<file path="config.mk">
export PLATFORM = sky130hd
export DESIGN_NAME = mulmix_top
export DESIGN_NICKNAME = d
export VERILOG_FILES = /design/src/rtl/mulmix_pkg.sv /design/src/rtl/mulmix_ctrl.sv /design/src/rtl/mulmix_datapath.sv /design/src/rtl/mulmix_top.sv
export SDC_FILE = /design/constraint.sdc
export NUM_CORES = 1
export LEC_CHECK = 0
export BUFFER_PORTS_ARGS = -buffer_cell sky130_fd_sc_hd__buf_2
export CAP_MARGIN = 10
export CORE_AREA = 4 4 216 218
export CTS_CLUSTER_DIAMETER = 120
export CTS_CLUSTER_SIZE = 24
export DETAILED_ROUTE_END_ITERATION = 7
export DIE_AREA = 0 0 220 222
export PLACE_DENSITY = 0.5
export SLEW_MARGIN = 20
export SYNTH_ARGS = -nofsm -noshare
export SYNTH_HDL_FRONTEND = slang
export SYNTH_HIERARCHICAL = 1
export SYNTH_SLANG_ARGS = --single-unit
</file>
<file path="constraint.sdc">
create_clock -name clk -period 10.5 [get_ports clk]
set_input_delay 2.1 -clock clk [delete_from_list [all_inputs] [get_ports clk]]
set_output_delay 2.1 -clock clk [all_outputs]
set_load 0.05 [all_outputs]
</file>
<file path="src/rtl/mulmix_pkg.sv">
package mulmix_pkg;
  typedef enum logic [1:0] {
    MODE_SIGNED   = 2'd0,
    MODE_UNSIGNED = 2'd1,
    MODE_MIXED    = 2'd2
  } mulMode_e;

  typedef struct packed {
    logic     loadStb;
    logic     clearStb;
    logic     swapOps;
    logic     doubleEn;
    mulMode_e mode;
  } mulCtrl_t;
endpackage

</file>
<file path="src/rtl/mulmix_ctrl.sv">
module mulmix_ctrl
  import mulmix_pkg::*;
#(
  parameter int DATA_W = 16
) (
  input  logic              startIn,
  input  logic              clearIn,
  input  logic [DATA_W-1:0] opAIn,
  input  logic [DATA_W-1:0] opBIn,
  input  logic              aHighIn,
  input  logic              bHighIn,
  input  logic              unsignedEnIn,
  input  logic              modifyEnIn,
  output mulCtrl_t          ctrlOut
);
  localparam int MSB = DATA_W - 1;

  logic firstTop;
  logic secondTop;
  logic swapOps;
  mulMode_e pairMode;

  // a high-half A paired with a low-half B puts the low-half value first
  assign swapOps   = aHighIn & ~bHighIn;
  assign firstTop  = swapOps ? opBIn[MSB] : opAIn[MSB];
  assign secondTop = swapOps ? opAIn[MSB] : opBIn[MSB];

  always_comb begin
    pairMode = MODE_SIGNED;
    if (!aHighIn && !bHighIn) begin
      pairMode = MODE_UNSIGNED;
    end else if (aHighIn && bHighIn) begin
      pairMode = MODE_SIGNED;
    end else if (firstTop && secondTop) begin
      pairMode = MODE_MIXED;
    end else if (firstTop) begin
      pairMode = MODE_UNSIGNED;
    end
  end

  always_comb begin
    ctrlOut.clearStb = clearIn;
    ctrlOut.loadStb  = startIn & ~clearIn;
    ctrlOut.swapOps  = swapOps;
    ctrlOut.doubleEn = ~modifyEnIn;
    ctrlOut.mode     = unsignedEnIn ? pairMode : MODE_SIGNED;
  end
endmodule

</file>
<file path="src/rtl/mulmix_datapath.sv">
module mulmix_datapath
  import mulmix_pkg::*;
#(
  parameter int DATA_W  = 16,
  parameter int PROD_W  = 40,
  parameter int ROUND_W = 16
) (
  input  logic              clk,
  input  logic              rstN,
  input  mulCtrl_t          ctrlIn,
  input  logic [DATA_W-1:0] opAIn,
  input  logic [DATA_W-1:0] opBIn,
  output logic [PROD_W-1:0] productOut,
  output logic [PROD_W-1:0] roundedOut,
  output logic              validOut
);
  localparam int RAW_W = 2 * DATA_W + 2;
  localparam int EXT_W = PROD_W - RAW_W;
  localparam logic [PROD_W-1:0] HALF_LSB = PROD_W'(1) << (ROUND_W - 1);
  localparam logic [PROD_W-1:0] LOW_MASK = (PROD_W'(1) << ROUND_W) - PROD_W'(1);

  logic [DATA_W-1:0]        firstOp;
  logic [DATA_W-1:0]        secondOp;
  logic signed [DATA_W:0]   firstExt;
  logic signed [DATA_W:0]   secondExt;
  logic signed [RAW_W-1:0]  rawProd;
  logic [PROD_W-1:0]        wideProd;
  logic [PROD_W-1:0]        nextProd;
  logic [PROD_W-1:0]        prodQ;
  logic                     validQ;

  assign firstOp  = ctrlIn.swapOps ? opBIn : opAIn;
  assign secondOp = ctrlIn.swapOps ? opAIn : opBIn;

  // 17-bit extension selects the reading of each operand
  always_comb begin
    firstExt  = (ctrlIn.mode == MODE_SIGNED) ?
                $signed({firstOp[DATA_W-1], firstOp}) : $signed({1'b0, firstOp});
    secondExt = (ctrlIn.mode == MODE_UNSIGNED) ?
                $signed({1'b0, secondOp}) : $signed({secondOp[DATA_W-1], secondOp});
  end

  assign rawProd  = firstExt * secondExt;
  assign wideProd = {{EXT_W{rawProd[RAW_W-1]}}, rawProd};
  assign nextProd = ctrlIn.doubleEn ? (wideProd << 1) : wideProd;

  always_ff @(posedge clk) begin
    if (!rstN) begin
      prodQ  <= '0;
      validQ <= 1'b0;
    end else begin
      validQ <= ctrlIn.loadStb;
      if (ctrlIn.clearStb) begin
        prodQ <= '0;
      end else if (ctrlIn.loadStb) begin
        prodQ <= nextProd;
      end
    end
  end

  assign productOut = prodQ;
  assign roundedOut = (prodQ + HALF_LSB) & ~LOW_MASK;
  assign validOut   = validQ;
endmodule

</file>
<file path="src/rtl/mulmix_top.sv">
module mulmix_top
  import mulmix_pkg::*;
#(
  parameter int DATA_W  = 16,
  parameter int PROD_W  = 40,
  parameter int ROUND_W = 16
) (
  input  logic              clk,
  input  logic              rstN,
  input  logic              startIn,
  input  logic              clearIn,
  input  logic [DATA_W-1:0] opAIn,
  input  logic [DATA_W-1:0] opBIn,
  input  logic              aHighIn,
  input  logic              bHighIn,
  input  logic              unsignedEnIn,
  input  logic              modifyEnIn,
  output logic [PROD_W-1:0] productOut,
  output logic [PROD_W-1:0] roundedOut,
  output logic              validOut
);
  mulCtrl_t ctrl;

  mulmix_ctrl #(.DATA_W(DATA_W)) u_ctrl (
    .startIn      (startIn),
    .clearIn      (clearIn),
    .opAIn        (opAIn),
    .opBIn        (opBIn),
    .aHighIn      (aHighIn),
    .bHighIn      (bHighIn),
    .unsignedEnIn (unsignedEnIn),
    .modifyEnIn   (modifyEnIn),
    .ctrlOut      (ctrl)
  );

  mulmix_datapath #(.DATA_W(DATA_W), .PROD_W(PROD_W), .ROUND_W(ROUND_W)) u_dp (
    .clk        (clk),
    .rstN       (rstN),
    .ctrlIn     (ctrl),
    .opAIn      (opAIn),
    .opBIn      (opBIn),
    .productOut (productOut),
    .roundedOut (roundedOut),
    .validOut   (validOut)
  );
endmodule

</file>
Word level (Yosys, flattened, before mapping)

Index checks and enable logic that the tools add are counted.

Flip-flop bits (word level): 36
Latch bits: 0
RAM bits: 0
ROM bits: 0
Input port bits: 40
Output and inout port bits: 81
Logic and storage cells: 29
Memories: 0

Add/subtract/negate cells: 1
Multiply operators: 1
Div/mod/pow operators: 0
$lt $le $gt $ge: 0
Equality and inequality tests: 1
Shift operators: 0
Muxes and demuxes: 12
Bitwise operators: 5
Reductions and logical operators: 7

Operators by type and width:

| kind                                                             | number |
|---|---|
| 40-bit by 16-bit adder with 40-bit output, second input constant | 1 |
| 17-bit by 17-bit multiplier with 34-bit output                   | 1 |
| 17-bit two-way mux                                               | 2 |
| 34-bit two-way mux                                               | 1 |
| 16-bit two-way mux                                               | 2 |
| 2-bit two-way mux                                                | 4 |
| 1-bit logical AND                                                | 3 |
| 1-bit two-way mux                                                | 3 |
| 1-bit inverter                                                   | 3 |
| 1-bit AND                                                        | 2 |
| 2-bit by 1-bit == test with 1-bit output, second input constant  | 1 |
| 1-bit zero test                                                  | 2 |
| 2-bit zero test                                                  | 1 |
| 2-bit OR reduction                                               | 1 |

Longest topological paths before layout

Gate-level depths: netlist (run 1).

Word-level depth: 12
Depth in mapped cells: 31
Depth with buffers taken out: 29

Cells and area by module

The synthesis (run 1) kept the hierarchy.

Modules (own cells, without submodules):

| module          | instances | cells each | area each (sq um) | seq. area each (sq um) |
|---|---|---|---|---|
| mulmix_datapath | 1         | 1491       | 13173.9           | 720.7 |
| mulmix_ctrl     | 1         | 12         | 75.1              | 0.0 |

Worst setup path before layout (run 1)

Ideal clock, no wire load.

Kind: input -> register
From: input port aHighIn
To: register u_dp.prodQ[32] (netlist: u_dp/productOut[32])
Library setup time: 0.070 ns
Arrival: 9.091 ns
Data required time: 10.430 ns
Slack: 1.339 ns
Stages on the path: 28
Path buffers: 4
Path through: nor2b_1 > buf_4 > clkbuf_1 > buf_1 > buf_1 > mux2i_1 > nor2_1 > fa_1 > inv_1 > fa_1 > fa_1 > inv_1 > fa_1 > fa_1 > inv_1 > fa_1 > inv_1 > ha_1 > a21o_1 > a211o_1 > a2111oi_2 > o21ai_1 > and2_4 > a221oi_2 > nor2b_1 > xnor2_1 > mux2i_1 > a21oi_1

RTL lines:

| element                | line                  | source |
|---|---|---|
| start: declaration     | mulmix_top.sv:14      | `input logic aHighIn,` |
| end signal: assignment | mulmix_datapath.sv:56 | `prodQ <= nextProd;` |
| end: declaration       | mulmix_datapath.sv:29 | `logic [PROD_W-1:0] prodQ;` |

==> results of run 1 <==
-- how the worst min path moves through the flow --
stage / start / to / slack, ps
CTS: u_dp/productOut[0]$_SDFFE_PP0P_ / u_dp/productOut[0]$_SDFFE_PP0P_ / 480
detailed placement: u_dp/productOut[0]$_SDFFE_PP0P_ / u_dp/productOut[0]$_SDFFE_PP0P_ / 470
global placement: u_dp/productOut[0]$_SDFFE_PP0P_ / u_dp/productOut[0]$_SDFFE_PP0P_ / 470
finish: u_dp/productOut[0]$_SDFFE_PP0P_ / u_dp/productOut[0]$_SDFFE_PP0P_ / 470
floorplan: u_dp/productOut[0]$_SDFFE_PP0P_ / u_dp/productOut[0]$_SDFFE_PP0P_ / 690
global route: u_dp/productOut[0]$_SDFFE_PP0P_ / u_dp/productOut[0]$_SDFFE_PP0P_ / 510
-- worst register-to-register path, stage by stage (launching register included) --
cell and delay [ps]:
dfxtp_1 490, nor2_1 70, a311oi_1 260
-- final cells by class --
cell class | count | area (sq um)
clock buffer | 8 | 146.4
inverter | 311 | 1167
timing repair buffer | 135 | 753.2
multi-input combinational | 1108 | 11070
tap | 600 | 750.7
sequential | 36 | 720.7
fill | 4816 | 30290
-- cell usage in the layout, fill, tap and decap left out, types with 2 or more instances in the layout --
cell type	n
xnor2_1	38
buf_2	104
o21ai_0	25
clkbuf_16	5
a311oi_1	3
nor2_1	188
nand4_1	4
buf_4	31
a21o_1	6
a21boi_0	4
nor2b_4	3
a21oi_1	49
o21bai_1	5
conb_1	16
and3_1	6
nand2_1	187
xor2_1	16
nor2b_1	4
and4_1	2
mux2_2	29
mux2i_1	47
clkbuf_1	2
o21ai_1	3
fa_1	296
inv_1	311
o211ai_1	3
o21a_1	4
a211oi_1	16
or3_1	4
nand2b_1	5
and2_1	16
ha_1	86
a31oi_1	3
nand3_1	14
dfxtp_1	36
nor3_1	7
-- flip-flops by register name, indices dropped and copies added, names as in the netlist --
name / flops
u_dp/productOut: 35
u_dp/validOut: 1
-- routing by layer --
metal | up-vias | global-route usage (%) | routed length (um)
met3 | 25 | 2.741 | 2417
met1 | 5349 | 22.05 | 16270
li1 | 4720 | - | -
met2 | 281 | 27.87 | 19130
met5 | - | 0 | 0
met4 | 0 | 2.066 | 573
-- Yosys cell counts, types with 2 or more instances --
cell      count
a21oi_1      49
and2_1       16
ha_1         86
xnor2_1      38
a21o_1        6
o21ai_1       3
clkbuf_8      3
nor3_1        7
mux2_2       29
nand3_1      14
nand4_1       4
a211oi_1     16
fa_1        296
and3_1        6
nand2b_1      5
clkbuf_1     28
xor2_1       16
nand2_1     187
mux2i_1      47
and4_1        2
o211ai_1      3
or3_1         4
o21bai_1      5
a311oi_1      3
o21a_1        4
buf_1         7
nor2_1      188
inv_1       311
dfxtp_1      36
a31oi_1       3
nor2b_1       6
a21boi_0      4
o21ai_0      25
buf_4        24
-- through the flow --
step	std cells	instance area [sq um]
final	2198	14610
after global routing	2198	14610
after CTS	2198	14610
after detailed placement	2190	14460
after global placement	2190	14460
after floorplan	1518	13310
-- kinds of logic (layout without fill, tap and decap cells) --
kind of cell	after synthesis	after routing	share of synthesized area, %
AOI/OAI and AO/OA	137	137	6.743
muxes	76	76	6.016
and+or+nand+nor	443	443	13.80
DFF	36	36	5.440
buffers and inverters	374	454	11.56
other	1	16	0.02830
xor gates and xnor gates	54	54	3.570
adders and majority gates	382	382	52.85
==> out/results.ini, run 1 <==
[cts]
clock-root-buffer = clkbuf_16
cts_buffers = 5
htreeDepth = 2
holdBufCountCts = 0
cts_tree = done
cts_setup_buffers = 0
cts_resized = 0
clock_path_buffers = 2
cts.clk_slew.worst_paths_ps = 50
clkSinkCount = 36
clk_latency_ps = 270

[critical_path]
crit_path_end_kind = flop
worstPathArrival_ps = 9520
crit_path_max_incr_delay_ps = 680
cp_num_cells = 26
critPathMaxFanout = 19
crit_top_cell = fa_1
startpoint = aHighIn
cpMaxStageDelayCell = mux2i_1
required_ps = 10630
crit_buf_inv = 6
r2r-end = u_dp/productOut[26]$_SDFFE_PP0P_
worstSetupPathType = input port to flop
crit_family = adder cells
endpoint = u_dp/productOut[28]$_SDFFE_PP0P_
rr_worst_depth = 2
rrSetupSlack_ps = 9580
startpoint_type = input port
worstReg2RegStart = u_dp/productOut[26]$_SDFFE_PP0P_

[detailed_routing]
wire_per_inst_um = 17.47
drc = 0
totalWireLength_um = 38390
ant_nets = 0
viasPerCell = 4.720
drtIter0Drc = 635
vias = 10380
dr.pass1.iters = 8

[timing]
min_period_ps = 9387
hold_violations = 0
setup_tns_ps = 0
rsz0062_at_grt = no
worst_slew_pin_slew_ps = 1009
finalCritPeriodShare_pct = 89.40
layout_setup_ws_ps = 1113
relSlewSlack_pct = 30.82
fmax_ghz = 0.1065
finalSetupViolations = 0
slew_viol_final = 0
skew_ps = 0
holdWs_ps = 472.6

[floorplan]
num_rows = 78
die_area_sq_mm = 0.04884
initial_utilization_pct = 29.51
core_area_sq_mm = 0.04489
ios = 121
die_h_um = 222
die_x_um = 220

[place]
io_buffers = 104
place_ws_ps = 895.4
gp_congestion = 0.9482
dpl.hpwl_um = 32950

[layout]
drive_above_1_share_pct = 11.64
area_growth_pct = 10.25
antenna_cells = 0
utilization_pct = 32.54
nets = 2019

[logic_synthesis]
synth_cell_types = 56
synth_top_cell_area_share_pct = 44.73
synth_edf_count = 0
synth.ff_latch_count = 36
synth-main-ff-cell = dfxtp_1
synth-warning-count = 6
synthTopCellsByArea = fa_1, inv_1, ha_1
yosysTopAreaCell = fa_1
synth_area_sq_mm = 0.01325
syn_area_per_cell_sq_um = 8.815
syn_inst = 1503
ys_seq_area_share_pct = 5.440
ys_async_sr_fraction_pct = 0

[hold_path]
min_path_cells = 2
hold_path.class = flop to flop

[grt]
grt_pass1_wl_um = 62550
overflow = 0
grt_max_degree = 61
antenna_found_initial = 0
grt_pass1_vias = 11240
track_usage_pct = 16.22

[run]
drv_cap = 0

[status]
outcome = finished, final reports clean

Power of run 1 is left out: the tool's default activity adds up to more than one toggle a clock period on the data nets, which glitch-free logic cannot reach.
==> inputs of run 2 (changes only) <==
==> constraint.sdc (replaced) <==
create_clock -name clk -period 10.5 [get_ports clk]
set_input_delay 1.575 -clock clk [delete_from_list [all_inputs] [get_ports clk]]
set_output_delay 1.575 -clock clk [all_outputs]
set_load 0.05 [all_outputs]
==> run 2 against run 1 <==
  * First-iteration DRC count shrank 2.8%
  * Hold slack gained 4.5 ps
  * Sequential cell count is the same
  * Maximum frequency grew 4.7%
  * Final area shrank 0.19%
  * Final cell count shrank 0.27%
  * Non-clock buffer count shrank 5
  * Die area is the same
  * Sequential share of layout area is essentially flat
  * Critical path type unchanged
  * Critical endpoint unchanged
==> out/results.ini, run 2 (synthesis gave the netlist of run 1 again) <==
[timing]
hold_violations = 0
worst_slew_pin_slew_ps = 1160
finalCritPeriodShare_pct = 85.37
min_period_ps = 8964
relSlewSlack_pct = 20.48
fmax_ghz = 0.1116
rsz0062_at_grt = no
skew_ps = 0
setup_tns_ps = 0
finalSetupViolations = 0
holdWs_ps = 477.0
slew_viol_final = 0

[grt]
track_usage_pct = 16.12
grt_max_degree = 61
grt_pass1_vias = 11050
overflow = 0
antenna_found_initial = 0
grt_pass1_wl_um = 61820

[floorplan]
die_x_um = 220
die_area_sq_mm = 0.04884
ios = 121
core_area_sq_mm = 0.04489
num_rows = 78
initial_utilization_pct = 29.51
die_h_um = 222

[critical_path]
required_ps = 10640
crit_path_end_kind = flop
worstPathArrival_ps = 9100
worstSetupPathType = input port to flop
critPathMaxFanout = 19
startpoint_type = input port

[layout]
largest_reg_flops = 35
antenna_cells = 0
seq_area_sq_um = 720.7
layout_common_cells = inv_1, fa_1, nor2_1
nets = 2014
fill_cells = 4839
multi_input_area_sq_mm = 0.01107
final_common_cell = inv_1
drive_above_1_share_pct = 11.49
area_growth_pct = 10.04

[detailed_routing]
drc = 0
wire_per_inst_um = 17.36
vias = 10300
totalWireLength_um = 38050
drtIter0Drc = 617
dr.pass1.iters = 5
viasPerCell = 4.700
ant_nets = 0

[cts]
cts.clk_slew.worst_paths_ps = 50
cts_buffers = 5
clock_path_buffers = 2
htreeDepth = 2
clkSinkCount = 36
clock-root-buffer = clkbuf_16
clk_latency_ps = 280
cts_tree = done
cts_setup_buffers = 0
holdBufCountCts = 0
cts_resized = 0

[place]
gp_congestion = 0.9420
dpl.hpwl_um = 32840
io_buffers = 104

[run]
drv_cap = 0

[status]
outcome = finished, final reports clean

[hold_path]
hold_path.class = flop to flop

[run 2: metrics by stage]
stage                     instance area [sq um]  worst slack, ps  utilization, %  cells
after floorplan                           13310             1864               -   1518
after global placement                    14420             1342           32.13   2185
after detailed placement                  14420             1301           32.13   2185
after CTS                                 14580             1579           32.47   2192
after global routing                      14580             1155           32.47   2192
final                                     14580             1536           32.47   2192
[run 2: final timing paths]
| path | slack (ps) | endpoint | cells past startpoint | from |
|---|---|---|---|---|
| setup / recovery | 1540 | u_dp/productOut[28]$_SDFFE_PP0P_ | 26 | aHighIn |
| hold / removal | 480 | u_dp/productOut[0]$_SDFFE_PP0P_ | 2 | u_dp/productOut[0]$_SDFFE_PP0P_ |
| setup reg to reg | 9590 | u_dp/productOut[26]$_SDFFE_PP0P_ | 2 | u_dp/productOut[26]$_SDFFE_PP0P_ |
| hold reg to reg | 480 | u_dp/productOut[0]$_SDFFE_PP0P_ | 2 | u_dp/productOut[0]$_SDFFE_PP0P_ |
[run 2: critical path, cell delays in order]
cell	delay, ps
buf_2	120
nor2b_4	360
buf_4	360
mux2i_1	970
nor2_1	150
fa_1	520
inv_1	50
fa_1	390
fa_1	510
fa_1	560
inv_1	50
fa_1	470
inv_1	50
fa_1	470
inv_1	50
ha_1	360
a21oi_1	170
o21ai_0	120
a211oi_2	470
o21ai_1	220
and2_4	230
a31oi_1	250
o21bai_1	130
xor2_1	170
mux2i_1	200
a21oi_1	90
[run 2: per-layer routing]
metal	part of all wire, %	GRT usage, %	wire [um]	up-vias
li1	-	-	-	4705
met1	43	22.06	16420	5253
met2	49	27.39	18570	282
met3	5.5	2.165	2088	62
met4	2.6	3.160	974	0
met5	0	0	0	-
[run 2: layout make-up]
class                   instances  area share, %
clock buffers                   7          1.047
inverters                     311          8.007
multi-input cells            1108          75.94
flip-flops and latches         36          4.943
well taps                     600          5.149
repair buffers                130          4.909
Power of run 2 is left out for the same reason.
==> inputs of run 3 (changes only) <==
- CTS_BUF_LIST: unset -> sky130_fd_sc_hd__clkbuf_4 sky130_fd_sc_hd__clkbuf_8
==> run 3 against run 2 <==
  * Clock skew unchanged
  * Worst setup slack better by 5.6 ps
  * Critical path type unchanged
  * First-iteration DRC count grew 6.6%
  * Final cell count is the same
==> out/results.ini, run 3 (synthesis gave the netlist of run 1 again) <==
[timing]
worst_slew_pin_slew_ps = 1157
layout_setup_ws_ps = 1542
relSlewSlack_pct = 20.66
skew_ps = 0
finalCritPeriodShare_pct = 85.32
rsz0062_at_grt = no
min_period_ps = 8958
finalSetupViolations = 0
fmax_ghz = 0.1116
holdWs_ps = 473.8
setup_tns_ps = 0
slew_viol_final = 0
hold_violations = 0

[layout]
final_common_cell = inv_1
layout_common_cells = inv_1, fa_1, nor2_1
nets = 2014
area_growth_pct = 9.614
largest_reg_flops = 35
antenna_cells = 0
fin_area_sq_mm = 0.01452
drive_above_1_share_pct = 11.49
fill_cells = 4839

[cts]
cts_resized = 0
htreeDepth = 2
holdBufCountCts = 0
cts.clk_slew.worst_paths_ps = 70
cts_tree = done
cts_setup_buffers = 0
clock_path_buffers = 2
clk_latency_ps = 280
clkSinkCount = 36
clock-root-buffer = clkbuf_8
cts_buffers = 5

[place]
place_ws_ps = 1301
dpl.hpwl_um = 32840
gp_congestion = 0.9420
io_buffers = 104
placed_area_sq_mm = 0.01442

[critical_path]
worstPathArrival_ps = 9110
required_ps = 10650
startpoint = aHighIn
crit_path_end_kind = flop
critPathMaxFanout = 19
worstSetupPathType = input port to flop
rrSetupSlack_ps = 9590
startpoint_type = input port
worstReg2RegStart = u_dp/productOut[26]$_SDFFE_PP0P_

[floorplan]
ios = 121
die_h_um = 222
initial_utilization_pct = 29.51
die_area_sq_mm = 0.04884
num_rows = 78
die_x_um = 220
core_area_sq_mm = 0.04489

[grt]
track_usage_pct = 16.11
grt_pass1_wl_um = 61770
grt_max_degree = 61
grt_pass1_vias = 11040
antenna_found_initial = 0
overflow = 0

[hold_path]
hold_start = u_dp/productOut[0]$_SDFFE_PP0P_
hold_path.class = flop to flop

[detailed_routing]
vias = 10240
totalWireLength_um = 38070
ant_nets = 0
wire_per_inst_um = 17.37
dr.pass1.iters = 5
drtIter0Drc = 658
drc = 0
viasPerCell = 4.672

[run]
drv_cap = 0

[status]
outcome = finished, final reports clean

[run 3: changes by cell type in the layout (fill, tap and decap cells not counted)]
cell,delta
clkbuf_16,-5
clkbuf_8,+5
[run 3: layer usage]
layer	wire (um)	global-route usage, %
met1	16520	22.07
met5	0	0
met2	18590	27.34
met4	873	3.160
met3	2079	2.165
[run 3: worst paths after layout]
path | to | depth (start not counted)
worst min-delay path | u_dp/productOut[0]$_SDFFE_PP0P_ | 2
worst max-delay path | u_dp/productOut[28]$_SDFFE_PP0P_ | 26
worst min register to register | u_dp/productOut[0]$_SDFFE_PP0P_ | 2
worst max register to register | u_dp/productOut[26]$_SDFFE_PP0P_ | 2
[run 3: through the flow]
stage | utilization, % | std cells
floorplan | - | 1518
global placement | 32.13 | 2185
detailed placement | 32.13 | 2185
CTS | 32.34 | 2192
global route | 32.35 | 2192
finish | 32.35 | 2192
[run 3: area by class of cell]
| type | count | area [sq um] | share of cell area [%] |
|---|---|---|---|
| multi-input combinational | 1108 | 11070 | 76.24 |
| inverter | 311 | 1167 | 8.038 |
| timing repair buffer | 130 | 715.7 | 4.928 |
| clock buffer | 7 | 96.34 | 0.6634 |
| tap | 600 | 750.7 | 5.169 |
| sequential | 36 | 720.7 | 4.963 |
[run 3: critical path: stages]
cell and delay [ps]:
buf_2 120, nor2b_4 360, buf_4 350, mux2i_1 980, nor2_1 150, fa_1 520
inv_1 50, fa_1 390, fa_1 510, fa_1 560, inv_1 50, fa_1 470
inv_1 50, fa_1 470, inv_1 50, ha_1 360, a21oi_1 170, o21ai_0 120
a211oi_2 470, o21ai_1 220, and2_4 230, a31oi_1 250, o21bai_1 130, xor2_1 170
mux2i_1 190, a21oi_1 90
Power of run 3 is left out for the same reason.
